### src/rtl/irq_gather_pkg.sv
package irq_gather_pkg;
   localparam int OFS_COUNT  = 'h00;
   localparam int OFS_ACTIVE = 'h04;
   localparam int OFS_CLRALL = 'h08;
   localparam int OFS_ENCLR  = 'h0C;
   localparam int OFS_ENSET  = 'h10;

   typedef struct packed {
      logic clr_all;
      logic en_clr;
      logic en_set;
   } wr_cmd_t;
endpackage

### src/rtl/irq_src_latch.sv
module irq_src_latch #(
   parameter int N_SRC = 32
) (
   input  logic             clk,
   input  logic             rst_n,
   input  logic [N_SRC-1:0] src_i,
   input  logic             clr_all_i,
   output logic [N_SRC-1:0] pend_o,
   output logic [N_SRC-1:0] rise_o
);
   logic [N_SRC-1:0] src_q;
   logic [N_SRC-1:0] pend_q;
   logic [N_SRC-1:0] fall;

   assign rise_o = src_i & ~src_q;
   assign fall   = ~src_i & src_q;
   assign pend_o = pend_q;

   always_ff @(posedge clk or negedge rst_n) begin
      if (!rst_n) begin
         src_q  <= '0;
         pend_q <= '0;
      end else begin
         src_q <= src_i;
         if (clr_all_i) pend_q <= '0;
         else           pend_q <= (pend_q | rise_o) & ~fall;
      end
   end
endmodule

### src/rtl/irq_enable_reg.sv
module irq_enable_reg
   import irq_gather_pkg::*;
#(
   parameter int N_SRC  = 32,
   parameter int DATA_W = 32
) (
   input  logic              clk,
   input  logic              rst_n,
   input  wr_cmd_t           cmd_i,
   input  logic [DATA_W-1:0] wdata_i,
   output logic [N_SRC-1:0]  en_o
);
   logic [N_SRC-1:0] en_q;
   logic [N_SRC-1:0] bits;
   logic [N_SRC-1:0] set_m;
   logic [N_SRC-1:0] clr_m;

   assign bits  = wdata_i[N_SRC-1:0];
   assign set_m = cmd_i.en_set ? bits : '0;
   assign clr_m = cmd_i.en_clr ? bits : '0;
   assign en_o  = en_q;

   always_ff @(posedge clk or negedge rst_n) begin
      if (!rst_n)             en_q <= '0;
      else if (cmd_i.clr_all) en_q <= '0;
      else                    en_q <= (en_q | set_m) & ~clr_m;
   end
endmodule

### src/rtl/irq_event_count.sv
module irq_event_count #(
   parameter int N_SRC        = 32,
   parameter int CNT_W        = 16,
   parameter int SEL_W        = 5,
   parameter bit COUNT_EVENTS = 1'b1
) (
   input  logic             clk,
   input  logic             rst_n,
   input  logic [N_SRC-1:0] rise_i,
   input  logic [SEL_W-1:0] sel_i,
   output logic [CNT_W-1:0] count_o
);
   generate
      if (COUNT_EVENTS) begin : g_cnt
         logic [CNT_W-1:0] cnt_q [N_SRC];
         for (genvar i = 0; i < N_SRC; i++) begin : g_src
            always_ff @(posedge clk or negedge rst_n) begin
               if (!rst_n)         cnt_q[i] <= '0;
               else if (rise_i[i]) cnt_q[i] <= cnt_q[i] + 1'b1;
            end
         end
         always_comb begin
            count_o = '0;
            for (int k = 0; k < N_SRC; k++)
               if (sel_i == SEL_W'(k)) count_o = cnt_q[k];
         end
      end else begin : g_nocnt
         logic unused_in;
         assign unused_in = ^{clk, rst_n, rise_i, sel_i};
         assign count_o   = '0;
      end
   endgenerate
endmodule

### src/rtl/irq_readout.sv
module irq_readout
   import irq_gather_pkg::*;
#(
   parameter int N_SRC  = 32,
   parameter int DATA_W = 32,
   parameter int ADDR_W = 6
) (
   input  logic [N_SRC-1:0]  act_i,
   input  logic              rd_en_i,
   input  logic [ADDR_W-1:0] addr_i,
   output logic [DATA_W-1:0] rdata_o
);
   localparam int POP_W = $clog2(N_SRC + 1);

   logic [POP_W-1:0] pop;

   always_comb begin
      pop = '0;
      for (int k = 0; k < N_SRC; k++) pop = pop + POP_W'(act_i[k]);
   end

   always_comb begin
      rdata_o = '0;
      if (rd_en_i) begin
         if (addr_i == ADDR_W'(OFS_COUNT))       rdata_o = DATA_W'(pop);
         else if (addr_i == ADDR_W'(OFS_ACTIVE)) rdata_o = DATA_W'(act_i);
      end
   end
endmodule

### src/rtl/irq_gather.sv
module irq_gather
   import irq_gather_pkg::*;
#(
   parameter int N_SRC        = 32,
   parameter int DATA_W       = 32,
   parameter int ADDR_W       = 6,
   parameter int CNT_W        = 16,
   parameter bit COUNT_EVENTS = 1'b1,
   parameter int SEL_W        = (N_SRC > 1) ? $clog2(N_SRC) : 1
) (
   input  logic              clk,
   input  logic              rst_n,
   input  logic [N_SRC-1:0]  irq_src,
   input  logic [ADDR_W-1:0] bus_addr,
   input  logic              bus_wr_en,
   input  logic [DATA_W-1:0] bus_wdata,
   input  logic              bus_rd_en,
   output logic [DATA_W-1:0] bus_rdata,
   output logic              irq_out,
   input  logic [SEL_W-1:0]  dbg_sel,
   output logic [CNT_W-1:0]  dbg_count
);
   generate
      if (N_SRC < 1 || N_SRC > DATA_W) begin : g_bad_nsrc
         $error("irq_gather: N_SRC must lie in 1..DATA_W");
      end
      if (ADDR_W < 5) begin : g_bad_addr
         $error("irq_gather: ADDR_W too narrow for the register window");
      end
      if (CNT_W < 1) begin : g_bad_cnt
         $error("irq_gather: CNT_W must be positive");
      end
   endgenerate

   wr_cmd_t          cmd;
   logic [N_SRC-1:0] pend_w;
   logic [N_SRC-1:0] en_w;
   logic [N_SRC-1:0] rise_w;
   logic [N_SRC-1:0] act_w;

   always_comb begin
      cmd         = '0;
      cmd.clr_all = bus_wr_en && (bus_addr == ADDR_W'(OFS_CLRALL));
      cmd.en_clr  = bus_wr_en && (bus_addr == ADDR_W'(OFS_ENCLR));
      cmd.en_set  = bus_wr_en && (bus_addr == ADDR_W'(OFS_ENSET));
   end

   irq_src_latch #(.N_SRC(N_SRC)) u_latch (
      .clk(clk), .rst_n(rst_n), .src_i(irq_src), .clr_all_i(cmd.clr_all),
      .pend_o(pend_w), .rise_o(rise_w)
   );

   irq_enable_reg #(.N_SRC(N_SRC), .DATA_W(DATA_W)) u_en (
      .clk(clk), .rst_n(rst_n), .cmd_i(cmd), .wdata_i(bus_wdata), .en_o(en_w)
   );

   irq_event_count #(.N_SRC(N_SRC), .CNT_W(CNT_W), .SEL_W(SEL_W),
                     .COUNT_EVENTS(COUNT_EVENTS)) u_cnt (
      .clk(clk), .rst_n(rst_n), .rise_i(rise_w), .sel_i(dbg_sel), .count_o(dbg_count)
   );

   assign act_w   = pend_w & en_w;
   assign irq_out = |act_w;

   irq_readout #(.N_SRC(N_SRC), .DATA_W(DATA_W), .ADDR_W(ADDR_W)) u_rd (
      .act_i(act_w), .rd_en_i(bus_rd_en), .addr_i(bus_addr), .rdata_o(bus_rdata)
   );
endmodule

### config.mk
export PLATFORM = sky130hd
export DESIGN_NAME = irq_gather
export DESIGN_NICKNAME = d
export VERILOG_FILES = /design/src/rtl/irq_gather_pkg.sv /design/src/rtl/irq_src_latch.sv /design/src/rtl/irq_enable_reg.sv /design/src/rtl/irq_event_count.sv /design/src/rtl/irq_readout.sv /design/src/rtl/irq_gather.sv
export SDC_FILE = /design/constraint.sdc
export NUM_CORES = 1
export LEC_CHECK = 0
export BUFFER_PORTS_ARGS = -buffer_cell sky130_fd_sc_hd__buf_2
export CAP_MARGIN = 20
export CELL_PAD_IN_SITES_DETAIL_PLACEMENT = 0
export CELL_PAD_IN_SITES_GLOBAL_PLACEMENT = 1
export CORE_MARGIN = 5
export CORE_UTILIZATION = 45
export DETAILED_ROUTE_END_ITERATION = 12
export MAX_ROUTING_LAYER = met4
export PLACE_DENSITY = 0.78
export SKIP_CTS_REPAIR_TIMING = 1
export SLEW_MARGIN = 10
export SYNTH_ARGS = -nofsm -noshare
export SYNTH_HDL_FRONTEND = slang
export SYNTH_SLANG_ARGS = --single-unit
### constraint.sdc
create_clock -name clk -period 13.78 [get_ports clk]
set_clock_uncertainty 0.15 [all_clocks]
set_input_delay 2.067 -clock clk [delete_from_list [all_inputs] [get_ports clk]]
set_output_delay 2.067 -clock clk [all_outputs]
set_load 0.03 [all_outputs]
# Yosys cells after proc, flatten, opt, wreduce, memory -nomap -nowiden

Index checks and enable logic that the tools add are counted.

Register bits after elaboration: 608
Input bits: 79
Output and inout bits: 49
Logic and storage cells: 189

Add/sub/neg operators: 63
Equal/unequal tests: 35
Multiplexer cells: 39
Bitwise gates (word level): 11
Reductions and logical operators: 6

Operators with widths:

| cell                                                                  | count |
|---|---|
| 16-bit by 1-bit adder with 16-bit output, second input constant       | 32 |
| 16-bit 2-to-1 mux                                                     | 32 |
| 32-bit 2-to-1 mux                                                     | 7 |
| 6-bit by 1-bit adder with 6-bit output                                | 30 |
| 32-bit bitwise AND                                                    | 5 |
| 32-bit NOT                                                            | 4 |
| 5-bit equality test, second input constant                            | 16 |
| 32-bit bitwise OR                                                     | 2 |
| 5-bit by 4-bit equality test with 1-bit output, second input constant | 8 |
| 32-bit OR reduction                                                   | 1 |
| 5-bit by 3-bit equality test with 1-bit output, second input constant | 4 |
| 6-bit by 4-bit equality test with 1-bit output, second input constant | 2 |
| 5-bit by 2-bit equality test with 1-bit output, second input constant | 2 |
| 6-bit by 3-bit equality test with 1-bit output, second input constant | 1 |
| 6-bit by 5-bit equality test with 1-bit output, second input constant | 1 |
| 6-bit zero test                                                       | 1 |
| 5-bit by 1-bit equality test with 1-bit output, second input constant | 1 |
| 5-bit zero test                                                       | 1 |
| 1-bit logical AND                                                     | 3 |
| 1-bit by 1-bit adder with 2-bit output                                | 1 |

# Longest topological paths before layout

Gate-level depths: netlist of the first run.

Depth after elaboration: 34
Gate-level depth with buffers: 19
Mapped depth without buffers: 19

# Modules after synthesis

A second synthesis of the first run with hierarchy kept.

Cell total of the unflattened synthesis: 3285
Area, all modules: 33474.6 um^2

By module, submodules not included:

| module          | instances | cells each | area an instance (um^2) | seq. area each (um^2) |
|---|---|---|---|---|
| irq_event_count | 1         | 2790       | 27695.3                 | 12812.3 |
| irq_src_latch   | 1         | 200        | 2811.4                  | 1601.5 |
| irq_enable_reg  | 1         | 105        | 1393.8                  | 800.8 |
| irq_readout     | 1         | 141        | 1237.4                  | 0.0 |
| irq_gather      | 1         | 49         | 336.6                   | 0.0 |

# Worst setup path before layout of the first run

OpenSTA, ideal clock, no wires.

Path kind: register to output
From: register u_en.en_q[0], in the netlist u_en.en_o[0]
To: output bus_rdata[4]
Data arrival time: 5.489 ns
Data required time: 11.563 ns
Setup slack: 6.074 ns
Cell stages (with the launch flop): 17
Path buffers: 0
Cells stage by stage: dfrtp_1 -> nand2_1 -> ha_1 -> inv_1 -> fa_1 -> fa_1 -> fa_1 -> fa_1 -> fa_1 -> fa_1 -> fa_1 -> fa_1 -> nand2b_1 -> a21oi_1 -> nor2_1 -> xor2_1 -> a21oi_1

Word-level cells in the longest chain between the ends: 34

RTL lines:

| element                                               | line                 | source |
|---|---|---|
| start: declaration                                    | irq_enable_reg.sv:13 | `logic [N_SRC-1:0] en_q;` |
| start signal: assignment                              | irq_enable_reg.sv:26 | `else en_q <= (en_q \| set_m) & ~clr_m;` |
| 32-bit bitwise AND                                    | irq_gather.sv:62     | `assign act_w = pend_w & en_w;` |
| 1-bit by 1-bit adder with 2-bit output                | irq_readout.sv:19    | `for (int k = 0; k < N_SRC; k++) pop = pop + POP_W'(act_i[k]);` |
| 6-bit by 1-bit adder with 6-bit output (30 in series) | irq_readout.sv:19    |  |
| 32-bit 2-to-1 mux                                     | irq_readout.sv:25    | `if (addr_i == ADDR_W'(OFS_COUNT)) rdata_o = DATA_W'(pop);` |
| 32-bit 2-to-1 mux                                     | irq_readout.sv:24    | `if (rd_en_i) begin` |
| end: declaration                                      | irq_gather.sv:18     | `output logic [DATA_W-1:0] bus_rdata,` |

No other way between the ends.

# Worst setup path after layout of the first run

From: register u_latch.pend_q[0], in the netlist u_latch.pend_o[0]
To: output bus_rdata[4]

Word-level cells in the longest chain between the ends: 34

RTL lines:

| element                                               | line                | source |
|---|---|---|
| start: declaration                                    | irq_src_latch.sv:12 | `logic [N_SRC-1:0] pend_q;` |
| start signal: assignment                              | irq_src_latch.sv:26 | `else pend_q <= (pend_q \| rise_o) & ~fall;` |
| 32-bit bitwise AND                                    | irq_gather.sv:62    |  |
| 1-bit by 1-bit adder with 2-bit output                | irq_readout.sv:19   |  |
| 6-bit by 1-bit adder with 6-bit output (30 in series) | irq_readout.sv:19   |  |
| 32-bit 2-to-1 mux                                     | irq_readout.sv:25   |  |
| 32-bit 2-to-1 mux                                     | irq_readout.sv:24   |  |

No other way between the ends.

==> results by group, run 1 <==
Run status
  – Status: finished clean

Die
  – Full die area: 78000 um2
  – Num rows: 98
  – Core ar.: 71700 um2
  – I/O pin count: 128
  – Starting Density: 0.455
  – Die H: 279 um
  – Die X: 279 um

Route
  – Wire length per cell: 26.4 um
  – DR DRC count: 0
  – Vias: 27019
  – Initial DRC count: 3556
  – DRT Wirelength: between 100000 and 150000 um
  – Number of routed nets with antenna violations: 0
  – Drt pass-1 iters: 9
  – Vias per cell: 6.21

Yosys
  – Top-area cell type share of the netlist area: 0.466
  – FFs w/ async S/R, synth: 1.00
  – Number of synthesized flops with an enable pin: 0
  – Sequential area share after synthesis: 0.466
  – Syn Nets: 3392
  – Area of the mapped netlist: roughly 33000 um2
  – Synth Flop Type: dfrtp_1
  – Leading area contributor after synthesis: dfrtp_1
  – Mean Syn Cell Area: around 10 um2
  – Syn. warnings: 0
  – FF+latch count, synth: 608
  – Synth area leaders: dfrtp_1, xnor2_1, xor2_1
  – Unique masters post-synth: 90
  – Mapped Cells: 3248

Critical path
  – Critical Path Fanout Max: 3
  – FF-to-FF setup slack: 11160 ps
  – CP cell instances: nand2_1 > ha_1 > inv_1 > fa_1 > fa_1 > fa_1 > fa_1 > fa_1 > fa_1 > fa_1 > fa_1 > nand2b_1 > a21oi_1 > nor2_1 > xor2_1 > a21oi_1 > buf_2
  – Startpoint Class: flip-flop
  – WP buf/inv: 2
  – Critical path depth in cells: 17
  – RR Startpoint: u_latch.src_q[16]$_DFF_PN0_
  – Reg2Reg Depth: 5
  – CP required: roughly 12000 ps
  – Crit path largest cell delay: 620 ps
  – Top cell family by delay on the critical path: adder cells
  – CP Class: reg2out
  – Worst reg2reg path endpoint: u_cnt.g_cnt.cnt_q[255]$_DFFE_PN0P_
  – Most used cell, CP: fa_1
  – Worst setup EP type: output pin
  – Slowest CP cell: fa_1
  – Critical path arrival: ~6400 ps

Global route
  – Vias in the first global route: approximately 27000
  – First-pass GRT wire length: 172000 um
  – Antenna violations before repair: 2
  – Total gr overflow: 0
  – Largest net degree at the start of global routing: 138
  – Total GRT Usage: 0.298

Clock network
  – Worst-path clk slew: roughly 60 ps
  – CTS Sinks: about 610
  – CTS tree: done
  – CTS H-Tree Depth: 3
  – Clock Path Buffers: 3
  – Num CTS Buffers: 70
  – Clk root buf: clkbuf_16
  – Skew-Pair Late Insertion Delay: between 600 and 700 ps

Layout
  – NumNets Final: 3489
  – Final core utilization: 0.511
  – Fillers: 6500
  – Synth-to-layout area growth: 12.3%
  – Share of layout cells above drive strength 1: 0.114
  – Post-layout instance area: 36600 um2

Place
  – GP Congestion: 1.05
  – DP HPWL: 85500 um
  – IO buf count: 127
  – Dpl cell area: 34100 um2

Timing
  – Slew Viols, Final: 0
  – Fmax: 117 MHz
  – Worst slew pin tran: ~1100 ps
  – RSZ-0062 raised after global routing: false
  – Minimum clock period: 8580 ps
  – Period Utilization, post-route: 0.622
  – Slew margin rel.: 0.259
  – Setup TNS: 0 ps
  – Setup Viol. Count Final: 0
  – Final Hold Violating Endpoints: 0

Pwr
  – Worst VDD drop: 0.0953 mV
  – LEAKAGE: 16.0 nW
  – Pwr/cell area: 151 nW/um2

Min path
  – Min-Delay Path Depth: 1
  – Hold path endpoint: u_cnt.g_cnt.cnt_q[287]$_DFFE_PN0P_
  – Min-Delay Startpoint: u_cnt.g_cnt.cnt_q[287]$_DFFE_PN0P_
  – Worst Hold Class: reg2reg

Job
  – Max-Cap Viols: 0
power breakdown:
part	leakage, nW	internal (mW)	total [mW]	switching [mW]
Clock	1.18	1.13	1.93	0.794
Combinational	6.88	0.461	1.03	0.572
Sequential	7.98	2.08	2.56	0.479
Yosys cell counts, drive strengths merged (19+ instances only):
cell type / count
a221oi: 20
inv: 62
a211oi: 48
o22ai: 36
dfrtp: 608
and3: 83
and4: 19
mux2i: 58
xor2: 133
a21oi: 172
nor3: 47
buf: 87
nand3: 171
xnor2: 349
nand2b: 58
o21ai: 111
nor2: 244
ha: 41
nand2: 289
nor2b: 64
nand4: 128
mux2: 57
fa: 24
clkbuf: 61
worst max-delay path by stage:
stage | start | endpoint
after floorplan | u_en.en_o[0]$_DFF_PN0_ | bus_rdata[4]
after CTS | u_latch.pend_o[0]$_DFF_PN0_ | bus_rdata[4]
after global placement | dbg_sel[1] | dbg_count[0]
after global routing | u_latch.pend_o[0]$_DFF_PN0_ | bus_rdata[4]
after detailed placement | dbg_sel[1] | dbg_count[0]
final | u_latch.pend_o[0]$_DFF_PN0_ | bus_rdata[4]
placed cells by master (no fill, tap or decap), types with 19 or more instances in the layout:
master / Yosys / final
dfrtp_1: 608 / 608
xnor2_1: 349 / 349
nand2_1: 289 / 289
nor2_1: 242 / 241
a21oi_1: 172 / 172
nand3_1: 170 / 170
xor2_1: 133 / 133
nand4_1: 128 / 128
buf_2: 58 / 124
o21ai_0: 109 / 109
and3_1: 83 / 83
clkbuf_16: 0 / 71
nor2b_1: 64 / 63
inv_1: 62 / 60
nand2b_1: 58 / 58
mux2i_1: 58 / 58
mux2_2: 57 / 57
a211oi_1: 47 / 47
nor3_1: 46 / 46
ha_1: 41 / 41
buf_4: 19 / 39
o22ai_1: 36 / 36
fa_1: 24 / 24
a221oi_1: 19 / 19
and4_1: 19 / 19
clkbuf_8: 0 / 19
cell families (layout without fill, tap and decap cells):
group           count (synthesis)  after routing  share of synthesized area
compound gates                581            581                      0.118
xor+xnor                      482            482                      0.129
fa+ha+maj                      65             65                     0.0305
buf+inv                       210            360                     0.0288
flops                         608            608                      0.466
mux                           127            127                     0.0458
other cells                     0              3                          0
simple gates                 1175           1175                      0.182
metal layers:
| metal | routed length [um] | up-vias | global-route usage |
|---|---|---|---|
| met5 | 0 | - | - |
| met2 | 48300 | 1399 | 0.420 |
| li1 | - | 11753 | - |
| met1 | 50600 | 13567 | 0.431 |
| met4 | 4900 | 0 | 0.103 |
| met3 | 11000 | 300 | 0.0584 |
cell type report:
cell class                      count  area [um2]  area share
Antenna cell                        3        7.51    0.000205
Clock buffer                      102        2070      0.0566
Clock inverter                     23         332     0.00905
Inverter                           62         233     0.00635
Multi-Input combinational cell   2430       16500       0.450
Sequential cell                   608       15200       0.415
Tap cell                          950        1190      0.0324
Timing Repair Buffer              173        1100      0.0301
metrics by stage:
stage / instances / power [mW] / hold WS [ps] / setup WS (ps)
floorplan: 3248 / 3.11 / 286 / 6070
global placement: 4218 / 3.54 / 305 / 5640
detailed placement: 4219 / 3.59 / 318 / 5580
CTS: 4344 / 5.54 / 324 / 5170
global route: 4349 / 5.77 / 344 / 4990
finish: 4351 / 5.52 / 326 / 5200
flip-flops by register name, indices dropped and copies added, names as in the netlist:
| signal | cells |
|---|---|
| u_en.en_o | 32 |
| u_cnt.g_cnt.cnt_q | 512 |
| u_latch.pend_o | 32 |
| u_latch.src_q | 32 |
Power figures use the tool's default switching activity.
==> run 2: changes to the inputs <==
- clock period: 13.78 -> 8.36 ns (I/O delays scaled with it)
==> results by group, run 2 (same netlist as run 1, synthesis figures left out) <==
Layout
  – Commonest non-fill, non-tap cell in the layout: dfrtp_1
  – Post-layout instance area: 36600 um2 (-0.14%)
  – Commonest non-fill, non-tap cells in the layout: dfrtp_1, xnor2_1, nand2_1
  – Largest reg by FF count: u_cnt.g_cnt.cnt_q
  – Final core utilization: 0.510 (-0.000698)
  – NumNets Final: 3493 (+0.11%)
  – Synth-to-layout area growth: 12.2%
  – Largest register FFs: 512 (unchanged)
  – Share of layout cells above drive strength 1: 0.114 (about the same)

Critical path
  – CP Class: reg2out
  – CP required: 6960 ps (-4600 ps)
  – Startpoint Class: flip-flop
  – Worst setup EP type: output pin
  – Critical path arrival: 6190 ps (-170 ps)
  – Reg2Reg Depth: 5 (unchanged)
  – Critical Path Fanout Max: 3 (unchanged)

Place
  – DP HPWL: 80900 um (-5.3%)
  – Dpl cell area: 34200 um2 (+0.33%)
  – GP Congestion: 0.973 (-7.2%)
  – IO buf count: 127 (unchanged)

Die
  – I/O pin count: 128 (unchanged)
  – Full die area: 78000 um2 (unchanged)
  – Num rows: 98 (unchanged)
  – Core ar.: 71700 um2 (unchanged)
  – Die H: 279 um (unchanged)
  – Die X: 279 um (unchanged)
  – Starting Density: 0.455 (unchanged)

Route
  – DR DRC count: 0 (unchanged)
  – Wire length per cell: 25.3 um (-4.2%)
  – Vias per cell: 6.12 (-1.4%)
  – DRT Wirelength: 110000 um (-4.1%)
  – Drt pass-1 iters: 6 (-3)
  – Initial DRC count: 3023 (-15%)
  – Vias: 26662 (-1.3%)
  – Number of routed nets with antenna violations: 0 (unchanged)

Clock network
  – Clock Path Buffers: 3 (unchanged)
  – Worst-path clk slew: 60 ps (about the same)
  – CTS tree: done
  – Clk root buf: clkbuf_16
  – Num CTS Buffers: 70 (unchanged)
  – CTS H-Tree Depth: 3 (unchanged)
  – CTS Sinks: 608 (unchanged)
  – Skew-Pair Late Insertion Delay: 610 ps (-30 ps)

Pwr
  – NetSw: 2.89 mW (+57%)
  – Clock power share: 0.348 (about the same)
  – LEAKAGE: 16.0 nW (about the same)
  – Worst VDD drop: 0.156 mV (+64%)
  – Internal power: 6.06 mW (+65%)
  – Sequential Power Share: 0.463 (about the same)
  – Pwr/cell area: 244 nW/um2 (+62%)
  – Comb pwr share: 0.189 (+0.002)
  – Sw Ratio: 0.323 (-0.0109)

Timing
  – Slew Viols, Final: 0 (unchanged)
  – Worst slew pin tran: 1220 ps (+104 ps)
  – Final Hold Violating Endpoints: 0 (unchanged)
  – Setup TNS: 0 ps (unchanged)
  – Fmax: between 100 and 150 MHz
  – Setup Viol. Count Final: 0 (unchanged)
  – Minimum clock period: approximately 7600 ps
  – Slew margin rel.: 0.188 (-0.0711)
  – Period Utilization, post-route: 0.908
  – RSZ-0062 raised after global routing: false

Min path
  – Min-Delay Path Depth: 1 (unchanged)
  – Worst Hold Class: reg2reg

Job
  – Max-Cap Viols: 0 (unchanged)

Global route
  – Antenna violations before repair: 5 (+3)
  – Total GRT Usage: 0.287 (-0.0102)
  – Total gr overflow: 0 (unchanged)
  – Largest net degree at the start of global routing: 143 (+3.6%)
  – First-pass GRT wire length: 168000 um (-2.2%)
  – Vias in the first global route: 26466 (-0.60%)

Run status
  – Status: finished clean
run 2: layer usage:
| layer | GRT usage | part of all wire | up-vias |
|---|---|---|---|
| met5 | - | 0 | - |
| met4 | 0.106 | 0.041 | 0 |
| met3 | 0.0548 | 0.089 | 234 |
| met2 | 0.401 | 0.42 | 1275 |
| met1 | 0.418 | 0.45 | 13401 |
| li1 | - | - | 11752 |
run 2: final timing paths:
path | slack [ps] | endpoint | from
hold reg to reg | 320 | u_cnt.g_cnt.cnt_q[63]$_DFFE_PN0P_ | u_cnt.g_cnt.cnt_q[63]$_DFFE_PN0P_
min in group asynchronous | 560 | u_en.en_o[5]$_DFF_PN0_ | rst_n
setup reg to reg | 5680 | u_cnt.g_cnt.cnt_q[191]$_DFFE_PN0P_ | u_latch.src_q[20]$_DFF_PN0_
hold / removal | 320 | u_cnt.g_cnt.cnt_q[63]$_DFFE_PN0P_ | u_cnt.g_cnt.cnt_q[63]$_DFFE_PN0P_
setup / recovery | 770 | bus_rdata[4] | u_latch.pend_o[1]$_DFF_PN0_
max in group asynchronous | 6190 | u_cnt.g_cnt.cnt_q[430]$_DFFE_PN0P_ | rst_n
run 2: area by class of cell:
cell class	instances	area (um2)
diodes	4	10.0
clock buffers	103	2060
clock inverters	19	253
fillers	6565	35100
inverters	62	233
multi-input cells	2430	16500
flip-flops and latches	608	15200
well taps	950	1190
repair buffers	177	1130
run 2: stage by stage:
step                      setup slack (ps)  hold WS, ps  power, mW  instances
after floorplan                       1470          286       5.13       3248
after global routing                   540          338       9.37       4353
after detailed placement              1370          312       5.84       4226
after global placement                1370          304       5.74       4226
after CTS                              700          328       8.97       4348
final                                  770          325       8.95       4353
run 2: critical path, cell delays in order, from the launching register on:
cell and delay (ps):
dfrtp_1 350, nand2_1 110, ha_1 290, inv_1 50, fa_1 510, fa_1 610
fa_1 460, fa_1 500, fa_1 550, fa_1 440, fa_1 470, fa_1 400
nand2b_1 160, a21oi_1 130, nor2_1 60, xor2_1 130, a21oi_1 150, buf_2 220
run 2: power by group through the flow:
stage,logic (mW),registers (mW),clock network (mW)
after floorplan,1.20,3.93,0
after global placement,1.61,4.13,0
after detailed placement,1.68,4.17,0
after CTS,1.69,4.12,3.16
after global routing,1.88,4.21,3.28
final,1.69,4.14,3.11
